==> src/rtl/clkreg_pkg.sv <==
package clkreg_pkg;
  localparam int WORD_W   = 32;
  localparam int N_STORED = 8;

  typedef enum logic [3:0] {
    SLOT_CTRL  = 4'd0,
    SLOT_DIVA  = 4'd1,
    SLOT_DIVB  = 4'd2,
    SLOT_PLLM  = 4'd3,
    SLOT_PLLA  = 4'd4,
    SLOT_GATE0 = 4'd5,
    SLOT_GATE1 = 4'd6,
    SLOT_GATE2 = 4'd7,
    SLOT_PWR   = 4'd8,
    SLOT_FIXED = 4'd9,
    SLOT_NONE  = 4'd10
  } slot_e;

  localparam logic [WORD_W-1:0] FIXED_WORD = 32'h0000_4040;
  localparam logic [WORD_W-1:0] PWR_WORD   = 32'h8020_9828;
  localparam logic [WORD_W-1:0] KEEP_CTRL  = 32'h3b6f_dfff;
  localparam logic [WORD_W-1:0] KEEP_DIVA  = 32'hff9f_3fff;
  localparam logic [WORD_W-1:0] KEEP_PLL   = 32'hbfff_3fff;

  function automatic slot_e index_to_slot(input logic [31:0] widx);
    case (widx)
      32'd0:   return SLOT_CTRL;
      32'd1:   return SLOT_DIVA;
      32'd2:   return SLOT_DIVB;
      32'd4:   return SLOT_PLLM;
      32'd6:   return SLOT_PLLA;
      32'd8:   return SLOT_GATE0;
      32'd9:   return SLOT_GATE1;
      32'd10:  return SLOT_GATE2;
      32'd18:  return SLOT_FIXED;
      32'd23:  return SLOT_PWR;
      default: return SLOT_NONE;
    endcase
  endfunction

  function automatic logic [WORD_W-1:0] keep_mask(input slot_e s);
    case (s)
      SLOT_CTRL:            return KEEP_CTRL;
      SLOT_DIVA:            return KEEP_DIVA;
      SLOT_PLLM, SLOT_PLLA: return KEEP_PLL;
      default:              return '1;
    endcase
  endfunction

  function automatic logic [WORD_W-1:0] force_mask(input slot_e s, input int fbit);
    logic [WORD_W-1:0] m;
    m = '0;
    if (s == SLOT_CTRL) m[fbit] = 1'b1;
    return m;
  endfunction

  function automatic logic [WORD_W-1:0] store_value(input slot_e s,
                                                    input logic [WORD_W-1:0] d,
                                                    input int fbit);
    return (d & keep_mask(s)) | force_mask(s, fbit);
  endfunction

  function automatic logic [WORD_W-1:0] reset_value(input slot_e s,
                                                    input logic [WORD_W-1:0] pllm,
                                                    input logic [WORD_W-1:0] plla);
    case (s)
      SLOT_CTRL: return 32'h074b_0b7b;
      SLOT_DIVA: return 32'hff87_0b48;
      SLOT_DIVB: return 32'h49fc_fe7f;
      SLOT_PLLM: return pllm;
      SLOT_PLLA: return plla;
      default:   return '1;
    endcase
  endfunction

  function automatic logic needs_recalc(input slot_e s);
    return (s == SLOT_CTRL) || (s == SLOT_DIVA) || (s == SLOT_DIVB) ||
           (s == SLOT_PLLM) || (s == SLOT_PLLA);
  endfunction

  function automatic logic is_gate(input slot_e s);
    return (s == SLOT_GATE0) || (s == SLOT_GATE1) || (s == SLOT_GATE2);
  endfunction
endpackage

==> src/rtl/clkreg_decode.sv <==
module clkreg_decode
  import clkreg_pkg::*;
#(
  parameter int ADDR_W = 12
) (
  input  logic [ADDR_W-1:0]   addr,
  output slot_e               slot,
  output logic                hit,
  output logic [N_STORED-1:0] match
);
  logic [31:0] widx;

  assign widx = 32'(addr) >> 2;
  assign slot = index_to_slot(widx);
  assign hit  = (slot != SLOT_NONE);

  for (genvar g = 0; g < N_STORED; g++) begin : g_match
    assign match[g] = (slot == slot_e'(g));
  end
endmodule

==> src/rtl/clkreg_file.sv <==
module clkreg_file
  import clkreg_pkg::*;
#(
  parameter int                FORCE_BIT = 2,
  parameter logic [WORD_W-1:0] PLLM_RST  = '0,
  parameter logic [WORD_W-1:0] PLLA_RST  = '0
) (
  input  logic                clk,
  input  logic                rst_n,
  input  logic                wr_en,
  input  logic [N_STORED-1:0] match,
  input  logic [WORD_W-1:0]   wdata,
  output logic [WORD_W-1:0]   regs [N_STORED]
);
  for (genvar g = 0; g < N_STORED; g++) begin : g_reg
    localparam slot_e S = slot_e'(g);
    always_ff @(posedge clk or negedge rst_n) begin
      if (!rst_n)                regs[g] <= reset_value(S, PLLM_RST, PLLA_RST);
      else if (wr_en && match[g]) regs[g] <= store_value(S, wdata, FORCE_BIT);
    end
  end

  // the forced bit is one after any mode write
  p_ctrl_force_r2: assert property (@(posedge clk) disable iff (!rst_n)
    wr_en && match[0] |=> regs[0][FORCE_BIT]);

  // cleared bits of the PLL mask stay zero after a write
  p_pll_mask_r4: assert property (@(posedge clk) disable iff (!rst_n)
    wr_en && match[3] |=> (regs[3] & ~KEEP_PLL) == '0);
endmodule

==> src/rtl/clkreg_strobe.sv <==
module clkreg_strobe (
  input  logic clk,
  input  logic rst_n,
  input  logic trig,
  output logic pulse,
  output logic boot_pending
);
  always_ff @(posedge clk or negedge rst_n) begin
    if (!rst_n) begin
      pulse        <= 1'b0;
      boot_pending <= 1'b1;
    end else begin
      pulse        <= trig | boot_pending;
      boot_pending <= 1'b0;
    end
  end

  // a pulse always has a write or the reset release behind it
  p_pulse_cause_r11: assert property (@(posedge clk) disable iff (!rst_n)
    pulse |-> $past(trig || boot_pending));

  // the start-up request is given only once
  p_boot_once_r12: assert property (@(posedge clk) disable iff (!rst_n)
    !boot_pending |=> !boot_pending);
endmodule

==> src/rtl/clkctl_regbank.sv <==
module clkctl_regbank
  import clkreg_pkg::*;
#(
  parameter int                ADDR_W    = 12,
  parameter int                FORCE_BIT = 2,
  parameter logic [WORD_W-1:0] PLLM_RST  = '0,
  parameter logic [WORD_W-1:0] PLLA_RST  = '0
) (
  input  logic              clk,
  input  logic              rst_n,
  input  logic [ADDR_W-1:0] bus_addr,
  input  logic              bus_wr,
  input  logic [31:0]       bus_wdata,
  input  logic              bus_rd,
  output logic [31:0]       bus_rdata,
  output logic              bad_access,
  output logic              recalc
);
  slot_e               slot;
  logic                hit;
  logic [N_STORED-1:0] match;
  logic [WORD_W-1:0]   regs [N_STORED];
  logic [WORD_W-1:0]   rd_val;
  logic                clk_write_ev;
  logic                bad_ev;
  logic                boot_pending;

  clkreg_decode #(.ADDR_W(ADDR_W)) u_dec (
    .addr (bus_addr),
    .slot (slot),
    .hit  (hit),
    .match(match)
  );

  clkreg_file #(
    .FORCE_BIT(FORCE_BIT),
    .PLLM_RST (PLLM_RST),
    .PLLA_RST (PLLA_RST)
  ) u_file (
    .clk  (clk),
    .rst_n(rst_n),
    .wr_en(bus_wr),
    .match(match),
    .wdata(bus_wdata),
    .regs (regs)
  );

  assign clk_write_ev = bus_wr && needs_recalc(slot);
  assign bad_ev       = (bus_rd || bus_wr) && !hit;

  clkreg_strobe u_strobe (
    .clk         (clk),
    .rst_n       (rst_n),
    .trig        (clk_write_ev),
    .pulse       (recalc),
    .boot_pending(boot_pending)
  );

  always_comb begin
    rd_val = '0;
    for (int i = 0; i < N_STORED; i++)
      if (match[i]) rd_val = regs[i];
    if (slot == SLOT_FIXED) rd_val = FIXED_WORD;
    if (slot == SLOT_PWR)   rd_val = PWR_WORD;
  end

  always_ff @(posedge clk or negedge rst_n) begin
    if (!rst_n) begin
      bus_rdata  <= '0;
      bad_access <= 1'b0;
    end else begin
      if (bus_rd) bus_rdata <= rd_val;
      bad_access <= bad_ev;
    end
  end

  // the flag follows only an access that missed the map
  p_bad_cause_r9: assert property (@(posedge clk) disable iff (!rst_n)
    bad_access |-> $past((bus_rd || bus_wr) && !hit));

  // unmapped reads return zero
  p_unmapped_zero_r9: assert property (@(posedge clk) disable iff (!rst_n)
    $past(bus_rd && !hit) |-> bus_rdata == '0);

  // gating writes leave the recompute request low
  p_gate_quiet_r5: assert property (@(posedge clk) disable iff (!rst_n)
    bus_wr && is_gate(slot) && !boot_pending |=> !recalc);

  // read data holds without a read
  p_rd_hold_r10: assert property (@(posedge clk) disable iff (!rst_n)
    !$past(bus_rd) |-> $stable(bus_rdata));
endmodule

==> config.mk <==
export PLATFORM = sky130hd
export DESIGN_NAME = clkctl_regbank
export DESIGN_NICKNAME = d
export VERILOG_FILES = /design/src/rtl/clkreg_pkg.sv /design/src/rtl/clkreg_decode.sv /design/src/rtl/clkreg_file.sv /design/src/rtl/clkreg_strobe.sv /design/src/rtl/clkctl_regbank.sv
export SDC_FILE = /design/constraint.sdc
export NUM_CORES = 1
export LEC_CHECK = 0
export BUFFER_PORTS_ARGS = -buffer_cell sky130_fd_sc_hd__buf_4
export CORE_UTILIZATION = 25
export CTS_CLUSTER_SIZE = 30
export DETAILED_ROUTE_END_ITERATION = 8
export PLACE_DENSITY = 0.44
export SYNTH_ARGS = -nofsm -noshare
export SYNTH_HDL_FRONTEND = slang
export SYNTH_SLANG_ARGS = --single-unit
==> constraint.sdc <==
create_clock -name clk -period 1.4 [get_ports clk]
set_input_delay 0.21 -clock clk [delete_from_list [all_inputs] [get_ports clk]]
set_output_delay 0.21 -clock clk [all_outputs]
set_load 0.02 [all_outputs]
==> flow_summary.ini <==
[outcome]
status = finished, violations left
violations = setup timing

[routing]
postRouteAntennaNets = 0
drt-total-wl_microns = 46980
via_per_inst = 4.841
routed-via-count = 9691
wire_per_inst_microns = 23.46
drtPass1Iterations = 5
drc = 0
drt-initial-drc-count = 519

[yosys]
synth_area_per_cell_sq_um = 12.86
syn_inst = 1013
ys_warn_count = 0
yosysSeqAreaShare_pct = 54.48
syn_area_sq_mm = 0.01303
synth_cell_types = 72
syn-num-nets = 1061
ys.flop_type = dfstp_2
synth-edff-count = 0
async_reset_ff_share_pct = 100.0
synth-seq-cells = 276

[setup_path]
startpoint_type = primary input
worst-r2r-cell-count = 6
crit_type = in2reg
critical_path_arrival_ns = 2.31
end_kind = register
cp_max_fo = 5
crit_required_ns = 1.87

[layout]
final_cell_area_sq_mm = 0.01866
areaGrowthSynthToFinish_pct = 43.21
diodes = 0
final_nets = 1346
layout-drive-gt1-share_pct = 62.63

[global_route]
grt_pass1_wl_microns = 69630
grt_usage_pct = 17.64
antenna_found_initial = 0
grt-ovfl-total = 0
grt_pass1_vias = 10300
grt_max_degree = 62

[power]
power_switching_w = 0.004341
pwr-share-seq_pct = 46.4
p_sw_share_pct = 24.38
p_leak_nw = 8.155
powerDensity_mw_per_mm2 = 954.4
ir_drop_v = 0.0008195
clkPwrFrac_pct = 44.5
p_int_w = 0.01347
combinationalPowerShare_pct = 9.1

[timing]
max_freq_mhz = 543.5
skew_ns = 0.009829
finalSetupViolCount = 269
grt_setup_unrepaired = yes
maxSlewViolCount = 0
period_share_pct = 131.4
hold_viol = 0
setup_slack_ns = -0.4400
layout_min_cycle_time_ns = 1.840

[run]
drv_cap = 0

[clocking]
cts_buffer_depth = 3
clk_pin_slew_ns = 0.07
htreeDepth = 1
numCtsBuffers = 31
cts-root-buf = clkbuf_16
cts_tree = built
clkSinkCount = 276
clk_latency_ns = 0.58

[die]
dieArea_sq_mm = 0.05303
ios = 82
core_area_sq_mm = 0.05141
fp.dieW_microns = 230.3
die_height_microns = 230.3
row_count = 83
initial_utilization_pct = 25.35

[place]
dp_hpwl_microns = 30230
port-buffer-count = 79
place_area_sq_mm = 0.01596
gp_congestion = 0.8029
place_ws_ns = -1.235

[min_path]
hp-class = in2async
[final timing paths]
kind	slack, ns	to	start
worst max-delay path	-0.44	u_file.regs[191]	bus_addr[2]
worst max register to register	-0.17	bus_rdata[12]	u_file.regs[172]
worst min register to register	0.48	u_file.regs[226]	u_file.regs[226]
max in group asynchronous	0.63	u_file.regs[171]	rst_n
min in group clk	0.11	bus_rdata[21]	bus_rd
worst min-delay path	0.09	u_file.regs[104]	rst_n
[cells in the final DEF (no fill, tap or decap), drive strengths merged, types with 12 or more instances in the layout]
cell type | Yosys | final
a21boi | 12 | 12
o21ai | 50 | 50
mux2 | 255 | 255
nor2 | 39 | 39
dfstp | 153 | 153
dfrtp | 123 | 123
o2bb2ai | 18 | 18
o221ai | 15 | 15
nor3 | 16 | 16
a22oi | 15 | 15
nand2 | 39 | 39
clkbuf | 33 | 57
a21oi | 31 | 31
buf | 39 | 286
o211ai | 15 | 15
dlygate4sd3 | 0 | 33
nor2b | 18 | 18
[metrics by stage]
step	power, W	hold WS [ns]	setup TNS [ns]	util, %	cells
after floorplan	0.008875	-0.08559	-143.79	-	1013
after global placement	0.009732	0.09612	-268.48	31.04	1850
after detailed placement	0.009741	0.09598	-263.53	31.04	1850
after CTS	0.01799	0.07649	-53.14	35.69	1984
after global routing	0.01852	0.09333	-70.22	36.30	2002
final	0.01781	0.09473	-60.88	36.30	2002
[registers in the layout (all words and copies together) (netlist names)]
register / count
bad_access: 1
bus_rdata: 32
u_file.regs: 241
u_strobe.boot_pending: 1
u_strobe.pulse: 1
[final cells by class]
| cell class | count | area (sq um) |
|---|---|---|
| inverters | 7 | 26.28 |
| repair buffers | 324 | 3456 |
| multi-input cells | 658 | 6252 |
| well taps | 680 | 850.8 |
| flip-flops and latches | 276 | 7098 |
| fillers | 4993 | 32750 |
| clock inverters | 4 | 26.28 |
| clock buffers | 53 | 948.4 |
[timing repair]
item | in CTS | in global routing
endpoints found under the hold margin | 380 | 0
endpoints found under the setup margin | 281 | 281
resized for setup | 121 | 32
hold buffers | 33 | 0
buffers inserted | 37 | 17
pin swaps | 36 | 15
gates cloned | 9 | 5
[synthesized netlist by cell type, drive strengths merged, types with 16 or more instances]
| library cell | n | area, sq um |
|---|---|---|
| nor3 | 16 | 96.35 |
| mux2 | 255 | 2947 |
| a21oi | 31 | 155.2 |
| dfstp | 153 | 4020 |
| clkbuf | 33 | 123.9 |
| o2bb2ai | 18 | 157.7 |
| o21ai | 50 | 250.2 |
| nand2 | 39 | 148.9 |
| nor2 | 39 | 146.4 |
| buf | 39 | 210.2 |
| nor2b | 18 | 112.6 |
| dfrtp | 123 | 3078 |
[logic make-up after synthesis]
kind of cell / share of synthesized area (%)
AND/OR/NAND/NOR: 6.847
AO/OA/AOI/OAI: 12.28
other: 0.02878
buffers and inverters: 2.766
flip-flops: 54.48
XOR/XNOR: 0.1345
multiplexers: 23.46
[worst max-delay path, stage by stage]
cell       delay (ns)
buf_6            0.10
buf_6            0.12
or2_1            0.25
or3_4            0.35
a211oi_4         0.19
buf_4            0.19
buf_4            0.16
nor2_4           0.05
buf_12           0.14
bufbuf_16        0.27
mux2_2           0.26
[power groups by stage]
stage / clock network, W / registers (W) / logic, W
floorplan: 0 / 0.00837 / 0.000502
global placement: 0 / 0.00838 / 0.00136
detailed placement: 0 / 0.00838 / 0.00136
CTS: 0.00815 / 0.00825 / 0.00159
global route: 0.00850 / 0.00827 / 0.00175
finish: 0.00793 / 0.00825 / 0.00162
[layer usage]
| metal | part of all wire [%] | vias to the layer above | GRT usage, % |
|---|---|---|---|
| met1 | 48 | 5061 | 24.90 |
| li1 | - | 4350 | - |
| met5 | 0 | - | 0 |
| met3 | 4.1 | 65 | 2.865 |
| met4 | 2.5 | 0 | 4.594 |
| met2 | 46 | 215 | 27.84 |
Note: power is estimated with default switching activity, not from simulation.
